## src/rtl/subsys_clk_pkg.sv

```systemverilog
package subsys_clk_pkg;
  localparam int DIV_LO_W = 3;
  localparam int DIV_HI_W = 2;

  typedef struct packed {
    logic [DIV_HI_W-1:0] hi;
    logic [DIV_LO_W-1:0] lo;
    logic                run;
    logic                en;
  } div_cfg_t;
endpackage

```

## src/rtl/subsys_clk_cfg.sv

```systemverilog
module subsys_clk_cfg
  import subsys_clk_pkg::*;
#(
  parameter int HI_IMPL = 1
) (
  input  logic     clk,
  input  logic     rst_n,
  input  logic     we,
  input  div_cfg_t wr,
  output div_cfg_t cur
);
  localparam logic [DIV_HI_W-1:0] HI_KEEP = DIV_HI_W'((1 << HI_IMPL) - 1);

  div_cfg_t cfg_q;

  always_ff @(posedge clk or negedge rst_n) begin
    if (!rst_n) begin
      cfg_q <= '0;
    end else if (we) begin
      cfg_q.run <= wr.run;
      cfg_q.en  <= wr.en;
      // divide fields are open only while the divider is parked
      if (!cfg_q.run) begin
        cfg_q.lo <= wr.lo;
        cfg_q.hi <= wr.hi & HI_KEEP;
      end
    end
  end

  assign cur = cfg_q;
endmodule

```

## src/rtl/subsys_clk_div.sv

```systemverilog
module subsys_clk_div
  import subsys_clk_pkg::*;
#(
  parameter int HI_IMPL = 1
) (
  input  logic                clk,
  input  logic                rst_n,
  input  logic                run,
  input  logic                en,
  input  logic [DIV_LO_W-1:0] lo,
  input  logic [DIV_HI_W-1:0] hi,
  output logic                tick
);
  localparam int RATIO_MAX = (1 << HI_IMPL) * (1 << DIV_LO_W);
  localparam int CNT_W     = (RATIO_MAX > 1) ? $clog2(RATIO_MAX) : 1;

  logic [CNT_W:0]   ratio;
  logic [CNT_W-1:0] last;
  logic [CNT_W-1:0] cnt_q;
  logic             tick_q;

  always_comb begin
    ratio = ((CNT_W+1)'(hi) + (CNT_W+1)'(1)) * ((CNT_W+1)'(lo) + (CNT_W+1)'(1));
    last  = CNT_W'(ratio - (CNT_W+1)'(1));
  end

  always_ff @(posedge clk or negedge rst_n) begin
    if (!rst_n) begin
      cnt_q  <= '0;
      tick_q <= 1'b0;
    end else if (!run) begin
      cnt_q  <= '0;
      tick_q <= 1'b0;
    end else if (en) begin
      if (cnt_q >= last) begin
        cnt_q  <= '0;
        tick_q <= 1'b1;
      end else begin
        cnt_q  <= cnt_q + CNT_W'(1);
        tick_q <= 1'b0;
      end
    end else begin
      tick_q <= 1'b0;
    end
  end

  assign tick = tick_q;
endmodule

```

## src/rtl/subsys_rst_stage.sv

```systemverilog
module subsys_rst_stage #(
  parameter int LIMIT = 6
) (
  input  logic clk,
  input  logic rst_n,
  input  logic req_set,
  input  logic arm,
  input  logic step,
  output logic released
);
  localparam int W = (LIMIT > 1) ? $clog2(LIMIT + 1) : 1;
  localparam logic [W-1:0] FINAL = W'(LIMIT - 1);

  logic         req_q;
  logic [W-1:0] cnt_q;
  logic         rel_q;

  always_ff @(posedge clk or negedge rst_n) begin
    if (!rst_n) begin
      req_q <= 1'b0;
      cnt_q <= '0;
      rel_q <= 1'b0;
    end else begin
      if (req_set) req_q <= 1'b1;
      if (req_q && arm && step && !rel_q) begin
        cnt_q <= cnt_q + W'(1);
        if (cnt_q == FINAL) rel_q <= 1'b1;
      end
    end
  end

  assign released = rel_q;
endmodule

```

## src/rtl/subsys_clk_seq.sv

```systemverilog
module subsys_clk_seq
  import subsys_clk_pkg::*;
#(
  parameter int HI_IMPL  = 1,
  parameter int PHY_WAIT = 6,
  parameter int SUB_WAIT = 24
) (
  input  logic                clk,
  input  logic                rst_n,
  input  logic                cfg_we,
  input  logic [DIV_LO_W-1:0] cfg_div_lo,
  input  logic [DIV_HI_W-1:0] cfg_div_hi,
  input  logic                cfg_div_run,
  input  logic                cfg_clk_en,
  input  logic                cfg_phy_go,
  input  logic                cfg_sub_go,
  output logic                div_tick,
  output logic                phy_rst_n,
  output logic                sub_rst_n,
  output logic [DIV_LO_W-1:0] rd_div_lo,
  output logic [DIV_HI_W-1:0] rd_div_hi
);
  localparam int NSTAGE = 2;

  div_cfg_t wr_word, cfg_cur;
  logic     cfg_run_q, cfg_en_q;
  logic [NSTAGE-1:0] stage_req, stage_arm, stage_rel;

  always_comb begin
    wr_word.lo  = cfg_div_lo;
    wr_word.hi  = cfg_div_hi;
    wr_word.run = cfg_div_run;
    wr_word.en  = cfg_clk_en;
  end

  subsys_clk_cfg #(.HI_IMPL(HI_IMPL)) u_cfg (
    .clk(clk), .rst_n(rst_n), .we(cfg_we), .wr(wr_word), .cur(cfg_cur)
  );

  assign cfg_run_q = cfg_cur.run;
  assign cfg_en_q  = cfg_cur.en;

  subsys_clk_div #(.HI_IMPL(HI_IMPL)) u_div (
    .clk(clk), .rst_n(rst_n), .run(cfg_run_q), .en(cfg_en_q),
    .lo(cfg_cur.lo), .hi(cfg_cur.hi), .tick(div_tick)
  );

  assign stage_req[0] = cfg_we && cfg_phy_go;
  assign stage_req[1] = cfg_we && cfg_sub_go;
  assign stage_arm[0] = 1'b1;
  assign stage_arm[1] = stage_rel[0];

  for (genvar s = 0; s < NSTAGE; s++) begin : g_stage
    localparam int LIM = (s == 0) ? PHY_WAIT : SUB_WAIT;
    subsys_rst_stage #(.LIMIT(LIM)) u_stage (
      .clk(clk), .rst_n(rst_n), .req_set(stage_req[s]), .arm(stage_arm[s]),
      .step(div_tick), .released(stage_rel[s])
    );
  end

  assign phy_rst_n = stage_rel[0];
  assign sub_rst_n = stage_rel[1];
  assign rd_div_lo = cfg_cur.lo;
  assign rd_div_hi = cfg_cur.hi;
endmodule

```

## config.mk

```make
export PLATFORM = sky130hd
export DESIGN_NAME = subsys_clk_seq
export DESIGN_NICKNAME = d
export VERILOG_FILES = /design/src/rtl/subsys_clk_pkg.sv /design/src/rtl/subsys_clk_cfg.sv /design/src/rtl/subsys_clk_div.sv /design/src/rtl/subsys_rst_stage.sv /design/src/rtl/subsys_clk_seq.sv
export SDC_FILE = /design/constraint.sdc
export NUM_CORES = 1
export LEC_CHECK = 0
export BUFFER_PORTS_ARGS = -buffer_cell sky130_fd_sc_hd__buf_2
export CELL_PAD_IN_SITES_DETAIL_PLACEMENT = 1
export CELL_PAD_IN_SITES_GLOBAL_PLACEMENT = 1
export CORE_MARGIN = 2
export CORE_UTILIZATION = 30
export CTS_CLUSTER_DIAMETER = 150
export DETAILED_ROUTE_END_ITERATION = 6
export PLACE_DENSITY = 0.56
export SLEW_MARGIN = 20
export SYNTH_ARGS = -nofsm -noshare
export SYNTH_HDL_FRONTEND = slang
export SYNTH_SLANG_ARGS = --single-unit
```

## constraint.sdc

```tcl
create_clock -name clk -period 2 [get_ports clk]
set_input_delay 0.3 -clock clk [delete_from_list [all_inputs] [get_ports clk]]
set_output_delay 0.3 -clock clk [all_outputs]
set_load 0.005 [all_outputs]
```

### Yosys cells after proc, flatten, opt, wreduce, memory -nomap -nowiden

Cells that the tools add are included.

| operators by class | value |
|---|---|
| multiply operators | 1 |
| bitwise gates (word level) | 1 |
| $lt $le $gt $ge | 1 |
| multiplexer cells | 6 |
| reductions and logical operators | 12 |
| equal/unequal tests | 3 |
| divide/modulo/power cells | 0 |
| add/sub/neg operators | 6 |
| shifts and indexed selects | 0 |

Operators by type and width:

| operator | count |
|---|---|
| $mux W4 | 3 |
| $logic_and A1 B1 Y1 | 7 |
| $reduce_and A2 Y1 | 3 |
| $add A5 B1 Y5 const B | 1 |
| $eq A5 B5 Y1 const B | 1 |
| $mul A5 B5 Y4 | 1 |
| $add A3 B1 Y4 const B | 1 |
| $add A4 B1 Y4 const B | 1 |
| $ge A4 B4 Y1 | 1 |
| $sub A4 B1 Y4 const B | 1 |
| $add A3 B1 Y3 const B | 1 |
| $eq A3 B3 Y1 const B | 1 |
| $mux W1 | 3 |
| $add A1 B1 Y2 const B | 1 |
| $logic_not A1 Y1 | 2 |
| $ne A2 B2 Y1 const B | 1 |
| $not A1 Y1 | 1 |

| storage, ports and cells | value |
|---|---|
| logic and storage cells | 42 |
| output and inout port bits | 8 |
| register bits | 23 |
| memories | 0 |
| input port bits | 12 |
| bits in latches | 0 |
| ROM bits | 0 |
| memory bits (writable) | 0 |

### Depth between registers and ports, before layout

Gate-level depths: netlist (run 1).

| logic depth | value |
|---|---|
| word-level depth | 7 |
| gate-level depth with buffers | 6 |
| depth with buffers taken out | 6 |

### Modules after synthesis

A second synthesis (run 1) with hierarchy kept.

| unflattened totals | value |
|---|---|
| cell total of the unflattened synthesis | 122 |
| area, all modules | 1366.3 um2 |

Modules (own cells, without submodules):

| module | cells an instance | area each (um2) | seq. area each (um2) | instances |
|---|---|---|---|---|
| subsys_clk_div | 65 | 585.6 | 125.1 | 1 |
| subsys_rst_stage (g_stage[1].u_stage) | 21 | 286.5 | 175.2 | 1 |
| subsys_clk_cfg | 15 | 242.7 | 150.1 | 1 |
| subsys_rst_stage (g_stage[0].u_stage) | 18 | 235.2 | 125.1 | 1 |
| subsys_clk_seq | 3 | 16.3 | 0.0 | 1 |

### Worst setup path before layout (run 1)

Ideal clock, no wire load.

| timing path | value |
|---|---|
| path kind | register -> register |
| start | register, netlist name u_cfg.cur[5] |
| end | register u_div.tick_q, in the netlist u_div.tick |
| cell stages (with the launch flop) | 7 |
| period minus slack after synthesis | 1.812 ns |
| setup time | 0.120 ns |
| path buffers | 0 |
| arrival | 1.692 ns |
| path slack | 0.188 ns |
| required time | 1.880 ns |
| cells stage by stage | dfrtp_1 > or2_2 > ha_1 > nand2b_4 > a211oi_4 > o21ai_0 > and3_1 |

| between the ends | value |
|---|---|
| word-level cells in the longest chain between the ends | 7 |

RTL lines:

| item | line | RTL |
|---|---|---|
| $add A1 B1 Y2 | subsys_clk_div.sv:23 | `ratio = ((CNT_W+1)'(hi) + (CNT_W+1)'(1)) * ((CNT_W+1)'(lo) + (CNT_W+1)'(1));` |
| $mul A5 B5 Y4 | subsys_clk_div.sv:23 |  |
| $sub A4 B1 Y4 | subsys_clk_div.sv:24 | `last = CNT_W'(ratio - (CNT_W+1)'(1));` |
| $ge A4 B4 Y1 | subsys_clk_div.sv:35 | `if (cnt_q >= last) begin` |
| $mux W1 | subsys_clk_div.sv:35 |  |
| $mux W1 | subsys_clk_div.sv:34 | `end else if (en) begin` |
| $mux W1 | subsys_clk_div.sv:31 | `end else if (!run) begin` |
| to (signal assigned) | subsys_clk_div.sv:30 | `tick_q <= 1'b0;` |
| to (signal assigned) | subsys_clk_div.sv:33 | `tick_q <= 1'b0;` |
| to (signal assigned) | subsys_clk_div.sv:37 | `tick_q <= 1'b1;` |
| to (decl) | subsys_clk_div.sv:20 | `logic tick_q;` |

No other way between the ends.
A chain may end at the register's enable or synchronous reset.

### Worst setup path in the final report (run 1)

| timing path | value |
|---|---|
| start | register, netlist name u_cfg.cur[2] |
| end | register u_div.tick_q, in the netlist u_div.tick |

| between the ends | value |
|---|---|
| word-level cells in the longest chain between the ends | 7 |

RTL lines:

| item | line |
|---|---|
| $add A3 B1 Y4 | subsys_clk_div.sv:23 |
| $mul A5 B5 Y4 | subsys_clk_div.sv:23 |
| $sub A4 B1 Y4 | subsys_clk_div.sv:24 |
| $ge A4 B4 Y1 | subsys_clk_div.sv:35 |
| $mux W1 | subsys_clk_div.sv:35 |
| $mux W1 | subsys_clk_div.sv:34 |
| $mux W1 | subsys_clk_div.sv:31 |

No other way between the ends.

==> results of run 1 <==
==> layer usage <==
layer	wire length, microns	track usage, %	part of all wire [%]
met1	1024	15.37	46
met2	1096	19.82	49
met3	96	3.918	4.3
met4	8	3.125	0.36
met5	0	0	0
==> metrics by stage <==
stage                     area (sq um)  util (%)  total power [mW]  setup WS, ps  cells
after floorplan                   1145         -            0.7948         188.3     94
after CTS                         1323     36.12             1.205         118.4    161
after global routing              1323     36.12             1.268         12.82    161
after detailed placement          1274     34.79            0.9014         138.2    157
after global placement            1274     34.79            0.8772         176.6    157
final                             1323     36.12             1.179         174.4    161
==> where the power goes <==
group          switching [mW]  internal [mW]  leakage, nW
clock                   0.156          0.141       0.0217
combinational           0.141          0.151        0.329
sequential             0.0639          0.527        0.293
total                   0.360          0.819        0.643
==> cell type report <==
cell class | instances | area [sq um]
Fill cell | 401 | 2338
Timing Repair Buffer | 18 | 92.59
Multi-Input combinational cell | 63 | 526.8
Tap cell | 48 | 60.06
Sequential cell | 23 | 575.6
Clock inverter | 1 | 7.507
Clock buffer | 3 | 41.29
Inverter | 5 | 18.77
==> state kept, by name (all words and copies together), names as in the netlist <==
register and count:
g_stage.u_stage.cnt_q 8, g_stage.u_stage.released 2, g_stage.u_stage.req_q 2, u_cfg.cur 6
u_div.cnt_q 4, u_div.tick 1
==> kinds of logic after synthesis <==
family	Yosys count	synth area share (%)
AO/OA/AOI/OAI	17	11.69
XOR/XNOR	6	4.590
adder cells (fa/ha/maj)	8	8.744
buffers and inverters	8	3.716
flip-flops	23	50.27
multiplexers	9	8.634
other	1	0.3276
AND/OR/NAND/NOR	22	12.02
==> final timing paths <==
check / startpoint / end / slack, ps / cells after the start
worst max-delay path: u_cfg.cur[2]$_DFFE_PN0P_ / u_div.tick$_DFF_PN0_ / 170 / 6
worst min-delay path: rst_n / u_div.cnt_q[0]$_DFFE_PN0P_ / -8 / 1
worst max register to register: u_cfg.cur[2]$_DFFE_PN0P_ / u_div.tick$_DFF_PN0_ / 170 / 6
worst min register to register: g_stage[1].u_stage.req_q$_DFFE_PN0P_ / g_stage[1].u_stage.req_q$_DFFE_PN0P_ / 460 / 1
max in group asynchronous: rst_n / u_div.cnt_q[1]$_DFFE_PN0P_ / 1660 / 1
min in group clk: cfg_sub_go / g_stage[1].u_stage.req_q$_DFFE_PN0P_ / 240 / 2
==> placed cells by master, fill, tap and decap left out, drive strengths merged, types with 3 or more instances in the layout <==
cell type,count
dfrtp,23
mux2,7
nand2,4
nor2,3
ha,8
o21ai,5
clkbuf,3
buf,18
inv,5
xnor2,4
==> worst register-to-register path: cells and delay by family (launching register included) <==
| kind | cells | cell delay [ps] |
|---|---|---|
| flip-flops | 1 | 420 |
| AND/OR/NAND/NOR | 3 | 600 |
| AO/OA/AOI/OAI | 2 | 430 |
| adder cells (fa/ha/maj) | 1 | 270 |
==> flow_summary_export.csv, run 1 <==
group,metric,value,unit
cells_and_area,drive_above_1_share,28.32,%
timing,maxSlewViolCount,0,
worst_setup_path,crit_chain,"or2_2 > ha_1 > nand2b_4 > a211oi_4 > o21ai_0 > and3_1",
yosys,yosys-top-cells-count,"dfrtp_1 (23), ha_1 (8), mux2_2 (7)",
routing,routed-via-count,771,
yosys,synthFlopType,"dfrtp_1",
worst_setup_path,crit_family,"simple AND/OR/NAND/NOR gates",
worst_setup_path,max_stage_delay,420,ps
worst_setup_path,worstSetupPathType,"flop to flop",
placed_design,place_hpwl,1.729,mm
cells_and_area,antenna_cells,0,
placed_design,globalplace.congestion,0.6885,
worst_setup_path,critPathMaxFanout,5,
yosys,synth.most_common_cell,"dfrtp_1",
power,vdd_ir_drop_max,407.5,uV
global_routing,antenna_found_initial,0,
yosys,avgSynthCellArea,12.18,sq um
yosys,ys_top_cells_by_area,"dfrtp_1 (50%), ha_1 (8.7%), mux2_2 (6.9%)",
clocking,clock_sinks,23,
worst_setup_path,worst_path_max_delay_cell,"dfrtp_1",
routing,drc,0,
cells_and_area,final_nets,134,
yosys,synth_cells,94,
worst_hold_path,hp-class,"primary input to asynchronous set/reset pin",
floorplan,rows,22,
timing,slew_headroom,65.69,%
clocking,cts_buffers,3,
yosys,synth-edff-count,0,
routing,wl_per_cell,13.82,microns
routing,viasPerCell,4.789,
power,p_per_area,891.3,nW/um^2
timing,tightest_slew,514.6,ps
yosys,ys_types,35,
clocking,clk_latency,270,ps
status,violations,"hold timing",
timing,finalSetupViolCount,0,
status,status,"finished, violations left",
timing,rsz0062_at_grt,"false",
yosys,syn_nets,114,
yosys,synth_seq_area_share,50.27,%
floorplan,dieWidth,65.78,microns
yosys,syn-cell-area,1145,sq um
worst_setup_path,cp-start-kind,"flop",
clocking,post_cts_buffers,0,
routing,wl,2.225,mm
power,p_leak,0.6430,nW
floorplan,fp.dieH,65.78,microns
flow_run,drv_cap,0,
global_routing,grt-ovfl-total,0,
timing,setup_tns,0,ps
timing,min_period,1826,ps
timing,skew,9.486,ps
clocking,cts-root-buf,"clkbuf_8",
global_routing,grt_start_max_net_pins,24,
worst_setup_path,crit_required,2160,ps
routing,antenna_left,0,
global_routing,grt_pass1_wl,4.008,mm
placed_design,portBuffers,17,
yosys,synth_top_area_share,50.27,%
yosys,async_reset_ff_share,100.0,%
floorplan,start_util,31.27,%
clocking,clkTransAtPathRegs,90,ps
worst_setup_path,endpoint_kind,"flop",
worst_setup_path,cp_num_buf_inv,0,
clocking,tritoncts,"yes",
timing,whs,-8.404,ps
yosys,ys_ff_latch,23,
cells_and_area,area_delta_synth_final,15.52,%
yosys,yosysTopAreaCell,"dfrtp_1",
routing,first_pass_iters,4,
yosys,yosysWarnings,0,
timing,timing.fmax,547.8,MHz
floorplan,dieArea,4326,sq um
floorplan,core_region_area,3661,sq um
clocking,cts.repair.resized,0,
clocking,clockBufferDepth,2,
clocking,htreeDepth,1,
floorplan,io_pins,20,
global_routing,grt_usage,12.11,%
timing,timing.final.crit_share,91.28,%
global_routing,first_global_vias,845,
routing,drt-initial-drc-count,17,
timing,hold_viol,14,
worst_setup_path,arrival,1980,ps
clocking,holdBufCountCts,0,
Power figures use the tool's default switching activity.
==> run 2, diff against run 1 <==
--- a/config.mk
+++ b/config.mk
@@ -5,14 +5,14 @@
 export SDC_FILE = /design/constraint.sdc
 export NUM_CORES = 1
 export LEC_CHECK = 0
+export ABC_AREA = 1
 export BUFFER_PORTS_ARGS = -buffer_cell sky130_fd_sc_hd__buf_2
 export CELL_PAD_IN_SITES_DETAIL_PLACEMENT = 1
 export CELL_PAD_IN_SITES_GLOBAL_PLACEMENT = 1
-export CORE_MARGIN = 2
 export CORE_UTILIZATION = 30
 export CTS_CLUSTER_DIAMETER = 150
 export DETAILED_ROUTE_END_ITERATION = 6
-export PLACE_DENSITY = 0.56
+export PLACE_DENSITY = 0.58
 export SLEW_MARGIN = 20
 export SYNTH_ARGS = -nofsm -noshare
 export SYNTH_HDL_FRONTEND = slang
==> run 2 against run 1 <==
- the run now ends clean
- via count increased by 10%
- sequential share of layout area down 0.41 points
- count of clock-buffer cells in the layout stayed put
- synthesized cell count increased by 27%
- die area is 5.5% lower
- largest power group unchanged
- critical path depth increased by 4
- sequential power fell by 3.4%
- critical endpoint unchanged
- flip-flop and latch count unchanged
- power shrank 9.2%
- core utilization grew 0.34 points
- register-to-register slack better by 170 ps
- critical path type unchanged
==> flow_summary_export.csv, run 2 <==
group,metric,value,unit
clocking,post_cts_buffers,0,
timing,slew_headroom,63.92,%
cells_and_area,final_core_util,36.47,%
worst_setup_path,worst_path_max_delay_cell,"dfrtp_1",
cells_and_area,largest_reg_flops,8,
cells_and_area,final_common_cell,"nand2_1",
clocking,cts.repair.resized,0,
timing,whs,8.740,ps
worst_setup_path,rrSetupSlack,340,ps
worst_setup_path,timing.rr.start,"u_cfg.cur[5]$_DFFE_PN0P_",
placed_design,portBuffers,17,
global_routing,met1_usage,15.94,%
clocking,holdBufCountCts,0,
routing,drt-initial-drc-count,10,
yosys,synth_top_area_share,50.00,%
clocking,clk_latency,270,ps
worst_setup_path,crit_required,2160,ps
worst_setup_path,arrival,1820,ps
yosys,synthFlopType,"dfrtp_1",
yosys,async_reset_ff_share,100.0,%
status,status,"finished clean",
worst_setup_path,worstSetupPathType,"flop to flop",
cells_and_area,area_delta_synth_final,15.98,%
global_routing,antenna_found_initial,0,
placed_design,place_hpwl,1.681,mm
clocking,clkTransAtPathRegs,80,ps
clocking,cts-root-buf,"clkbuf_8",
yosys,yosysWarnings,0,
clocking,clockBufferDepth,2,
routing,wl_per_cell,11.94,microns
floorplan,dieArea,4089,sq um
cells_and_area,top_register,"g_stage.u_stage.cnt_q",
yosys,synth_seq_area_share,50.00,%
worst_setup_path,cp-start-kind,"flop",
yosys,syn-cell-area,1151,sq um
routing,first_pass_iters,2,
global_routing,grt_usage,12.64,%
routing,viasPerCell,4.551,
power,p_per_area,802.2,nW/um^2
worst_setup_path,endpoint_kind,"flop",
clocking,tritoncts,"yes",
routing,routed-via-count,851,
yosys,synth_cells,119,
yosys,ys_ff_latch,23,
worst_setup_path,crit_chain,"or2_2 > ha_1 > inv_1 > nand2_1 > nand2_1 > nand2_1 > nand2_1 > nand2_1 > nand2_1 > nor2_1",
timing,timing.fmax,603.0,MHz
worst_setup_path,r2r_cells,10,
clocking,cts_buffers,3,
global_routing,use_met3,2.679,%
timing,tightest_slew,541.2,ps
clocking,clock_sinks,23,
yosys,yosys-top-cells-count,"nand2_1 (29), dfrtp_1 (23), inv_1 (14)",
yosys,synth-edff-count,0,
global_routing,grt_start_max_net_pins,24,
global_routing,top_usage_layer,"met2",
cells_and_area,drive_above_1_share,22.30,%
timing,rsz0062_at_grt,"false",
yosys,ys_types,25,
floorplan,io_pins,20,
clocking,htreeDepth,1,
global_routing,first_global_vias,885,
floorplan,dieWidth,63.95,microns
routing,wl,2.232,mm
worst_setup_path,path_common_cell,"nand2_1",
floorplan,rows,22,
yosys,syn_nets,139,
timing,finalSetupViolCount,0,
power,total_power,1.071,mW
global_routing,grtUsageMet2,20.88,%
worst_setup_path,cp_num_buf_inv,1,
worst_setup_path,r2r_end,"u_div.tick$_DFF_PN0_",
yosys,synth.most_common_cell,"nand2_1",
floorplan,fp.dieH,63.95,microns
cells_and_area,fillers,445,
cells_and_area,final_nets,160,
flow_run,drv_cap,0,
timing,maxSlewViolCount,0,
placed_design,globalplace.congestion,0.7905,
yosys,avgSynthCellArea,9.673,sq um
worst_hold_path,hp-class,"primary input to asynchronous set/reset pin",
power,p_leak,0.6887,nW
timing,timing.final.crit_share,82.92,%
timing,hold_viol,0,
global_routing,grt-ovfl-total,0,
cells_and_area,antenna_cells,0,
yosys,ys_top_cells_by_area,"dfrtp_1 (50%), nand2_1 (9.5%), ha_1 (8.7%)",
worst_setup_path,critPathMaxFanout,8,
timing,setup_tns,0,ps
worst_setup_path,path_depth,10,
floorplan,core_region_area,3661,sq um
yosys,yosysTopAreaCell,"dfrtp_1",
timing,skew,1.716,ps
timing,min_period,1658,ps
cells_and_area,final_cell_mix,"nand2_1 (29), dfrtp_1 (23), buf_2 (17)",
worst_setup_path,crit_family,"simple AND/OR/NAND/NOR gates",
power,vdd_ir_drop_max,315.6,uV
routing,antenna_left,0,
worst_setup_path,max_stage_delay,450,ps
global_routing,grt_pass1_wl,3.946,mm
floorplan,start_util,31.44,%
routing,drc,0,
cells_and_area,regArea,575.6,sq um
cells_and_area,multi_input_area,515.5,sq um
run 2: cell types whose count changed in the layout (fill, tap and decap cells not counted), sizes merged, moves of 3 or more:
cell / change
mux2: -3
a21oi: +4
inv: +9
nand3: +3
nor2: +4
nand4: +4
nand2: +27
run 2: kinds of logic (layout without fill, tap and decap cells):
logic type	after synthesis	in the layout	synth area share (%)
flip-flops	23	23	50.00
AND/OR/NAND/NOR	50	50	20.76
AO/OA/AOI/OAI	13	13	6.304
multiplexers	4	4	4.891
adder cells (fa/ha/maj)	8	8	8.696
XOR/XNOR	5	5	3.805
buffers and inverters	15	35	5.218
other	1	1	0.3258
run 2: worst max path at each step:
stage	from	to	slack, ps
global placement	u_cfg.cur[5]$_DFFE_PN0P_	u_div.tick$_DFF_PN0_	370
floorplan	u_cfg.cur[5]$_DFFE_PN0P_	u_div.tick$_DFF_PN0_	470
global route	u_cfg.cur[5]$_DFFE_PN0P_	u_div.tick$_DFF_PN0_	210
finish	u_cfg.cur[5]$_DFFE_PN0P_	u_div.tick$_DFF_PN0_	340
CTS	u_cfg.cur[5]$_DFFE_PN0P_	u_div.tick$_DFF_PN0_	320
detailed placement	u_cfg.cur[5]$_DFFE_PN0P_	u_div.tick$_DFF_PN0_	330
run 2: through the flow:
step,setup WS [ps],cell area (sq um),cells
floorplan,473.0,1151,119
finish,341.7,1335,187
CTS,317.7,1335,187
detailed placement,327.1,1289,183
global placement,368.2,1289,183
global route,209.5,1335,187
run 2: area by class of cell:
type                            instances  share of cell area [%]
Inverter                               14                   3.936
Sequential cell                        23                   43.11
Tap cell                               48                   4.499
Multi-Input combinational cell         81                   38.61
Clock inverter                          1                  0.3749
Clock buffer                            3                   3.093
Timing Repair Buffer                   17                   6.373
run 2: power breakdown:
| group | switching [mW] | internal, mW | leakage [nW] |
|---|---|---|---|
| Clock | 0.154 | 0.139 | 0.0255 |
| Combinational | 0.108 | 0.0987 | 0.370 |
| Sequential | 0.0543 | 0.517 | 0.293 |
run 2: metal layers:
| metal | vias to the layer above | routed length (microns) |
|---|---|---|
| met3 | 4 | 74 |
| met4 | 0 | 32 |
| met5 | - | 0 |
| met1 | 410 | 1039 |
| li1 | 424 | - |
| met2 | 13 | 1086 |
==> run 3, diff against run 2 <==
==> constraint.sdc (replaced) <==
create_clock -name clk -period 1.65 [get_ports clk]
set_input_delay 0.2475 -clock clk [delete_from_list [all_inputs] [get_ports clk]]
set_output_delay 0.2475 -clock clk [all_outputs]
set_load 0.005 [all_outputs]
==> run 3 against run 2 <==
- fmax increased by 6.1%
- critical path depth stayed put
- first-iteration DRC count is 120% higher
- sequential power is 20% higher
- clock skew down 0.87 ps
- global-route usage grew 0.16 points
- power grew 22%
- clock power is 23% higher
- via count increased by 2.6%
- worst hold slack improved by 170 ps
- die area unchanged
- critical path type unchanged
- critical endpoint unchanged
- largest power group unchanged
- highest routed layer unchanged
==> flow_summary_export.csv, run 3 (synthesized netlist as in run 2, its figures left out) <==
group,metric,value,unit
clocking,htreeDepth,1,
timing,min_period,1564,ps
power,p_sw,0.3909,mW
clocking,clockBufferDepth,2,
clocking,cts-root-buf,"clkbuf_8",
worst_setup_path,startpoint,"u_cfg.cur[2]$_DFFE_PN0P_",
cells_and_area,final_core_util,37.12,%
clocking,clock_sinks,23,
routing,wl,2.331,mm
global_routing,antenna_found_initial,0,
worst_setup_path,rrSetupSlack,90,ps
routing,first_pass_iters,2,
power,p_leak,0.6978,nW
clocking,cts_buffers,3,
timing,timing.fmax,639.6,MHz
worst_setup_path,endpoint_kind,"flop",
placed_design,portBuffers,17,
flow_run,drv_cap,0,
worst_setup_path,crit_required,1810,ps
clocking,clk_latency,260,ps
worst_setup_path,cp-start-kind,"flop",
floorplan,dieWidth,63.95,microns
worst_setup_path,endpoint,"u_div.tick$_DFF_PN0_",
cells_and_area,largest_reg_flops,8,
worst_setup_path,worst_path_max_delay_cell,"dfrtp_1",
routing,antenna_left,0,
worst_setup_path,critPathMaxFanout,4,
floorplan,dieArea,4089,sq um
worst_setup_path,timing.rr.start,"u_cfg.cur[2]$_DFFE_PN0P_",
power,sequentialPowerShare,52.4,%
power,p_int,0.9202,mW
timing,whs,181.0,ps
global_routing,grt_usage,12.80,%
status,status,"finished clean",
worst_setup_path,worstSetupPathType,"flop to flop",
routing,drc,0,
clocking,tritoncts,"yes",
global_routing,grt-ovfl-total,0,
cells_and_area,antenna_cells,0,
routing,drt-initial-drc-count,22,
cells_and_area,top_register,"g_stage.u_stage.cnt_q",
placed_design,globalplace.congestion,0.7709,
floorplan,core_region_area,3661,sq um
routing,wl_per_cell,12.33,microns
floorplan,start_util,31.44,%
timing,timing.final.crit_share,94.76,%
worst_setup_path,crit_chain,"or2_2 > ha_1 > inv_1 > nand2_1 > nand2_1 > nand2_1 > nand2_2 > nand2_1 > nand2_1 > nor2_1",
power,p_per_area,964.9,nW/um^2
timing,finalSetupViolCount,0,
worst_setup_path,arrival,1730,ps
power,vdd_ir_drop_max,362.7,uV
global_routing,grt_start_max_net_pins,24,
timing,setup_tns,0,ps
global_routing,first_global_vias,935,
power,pwr-share-comb,20.1,%
timing,slew_headroom,62.83,%
cells_and_area,final_nets,162,
timing,skew,0.8470,ps
cells_and_area,drive_above_1_share,24.11,%
routing,routed-via-count,873,
placed_design,dp.cells,184,
global_routing,grt_pass1_wl,4.002,mm
power,swShare,29.81,%
timing,hold_viol,0,
timing,maxSlewViolCount,0,
clocking,clkTransAtPathRegs,90,ps
worst_setup_path,r2r_cells,10,
worst_setup_path,r2r_end,"u_div.tick$_DFF_PN0_",
cells_and_area,area_delta_synth_final,18.04,%
cells_and_area,stdcell_count,189,
placed_design,place_hpwl,1.723,mm
worst_hold_path,hp-class,"primary input to flop",
floorplan,io_pins,20,
floorplan,fp.dieH,63.95,microns
power,total_power,1.311,mW
worst_setup_path,path_common_cell,"nand2_1",
power,clockPowerShare,27.5,%
cells_and_area,final_cell_mix,"nand2_1 (28), dfrtp_1 (23), buf_2 (17)",
cells_and_area,final_common_cell,"nand2_1",
worst_hold_path,hold_depth,2,
floorplan,rows,22,
timing,tightest_slew,557.6,ps
worst_setup_path,max_stage_delay,410,ps
routing,viasPerCell,4.619,
run 3: cell count changes in the layout (fill, tap and decap cells not counted), sizes merged:
cell / before / now
dlygate4sd3: 0 / 1
buf: 17 / 18
run 3: cell type report:
type | instances | area, sq um
well taps | 48 | 60.06
flip-flops and latches | 23 | 575.6
clock buffers | 3 | 41.29
fillers | 432 | 2302
multi-input cells | 81 | 521.8
repair buffers | 19 | 102.6
inverters | 14 | 52.55
clock inverters | 1 | 5.005
run 3: critical path: cells and delay by family (launching register included):
family                     cells  cell delay, ps
and+or+nand+nor                8             730
buffers and inverters          1              50
adders and majority gates      1             270
DFF                            1             410
run 3: worst min path at each step:
stage                    start                                       to  slack (ps)
floorplan                rst_n  g_stage[0].u_stage.cnt_q[0]$_DFFE_PN0P_         -50
global placement         rst_n  g_stage[1].u_stage.cnt_q[4]$_DFFE_PN0P_         270
detailed placement       rst_n               u_div.cnt_q[1]$_DFFE_PN0P_         280
CTS                 cfg_sub_go     g_stage[1].u_stage.req_q$_DFFE_PN0P_         180
global route        cfg_sub_go     g_stage[1].u_stage.req_q$_DFFE_PN0P_         190
finish              cfg_sub_go     g_stage[1].u_stage.req_q$_DFFE_PN0P_         180
run 3: repair_timing:
item / CTS / global route
setup buffers: 0 / 0
resized for setup: 0 / 2
setup endpoints to repair: 0 / 2
hold buffers: 1 / 0
hold endpoints to repair: 23 / 0
run 3: power by group through the flow:
stage               clock network [mW]  logic (mW)  registers [mW]
floorplan                            0       0.163           0.691
global placement                     0       0.245           0.692
detailed placement                   0       0.264           0.699
CTS                              0.372       0.267           0.688
global route                     0.390       0.310           0.700
finish                           0.360       0.264           0.687
run 3: per-layer routing:
layer,track usage [%],vias to the layer above,part of all wire (%)
met3,2.679,2,2.8
met2,23.54,12,51
met4,3.409,0,0.77
met5,0,-,0
li1,-,429,-
met1,14.85,430,45
run 3: per-stage QoR:
step                setup WS [ps]  instance area [sq um]
finish                      86.50                   1359
global route               -2.035                   1359
CTS                         56.92                   1353
detailed placement          73.69                   1296
global placement            107.3                   1296
floorplan                   123.0                   1151
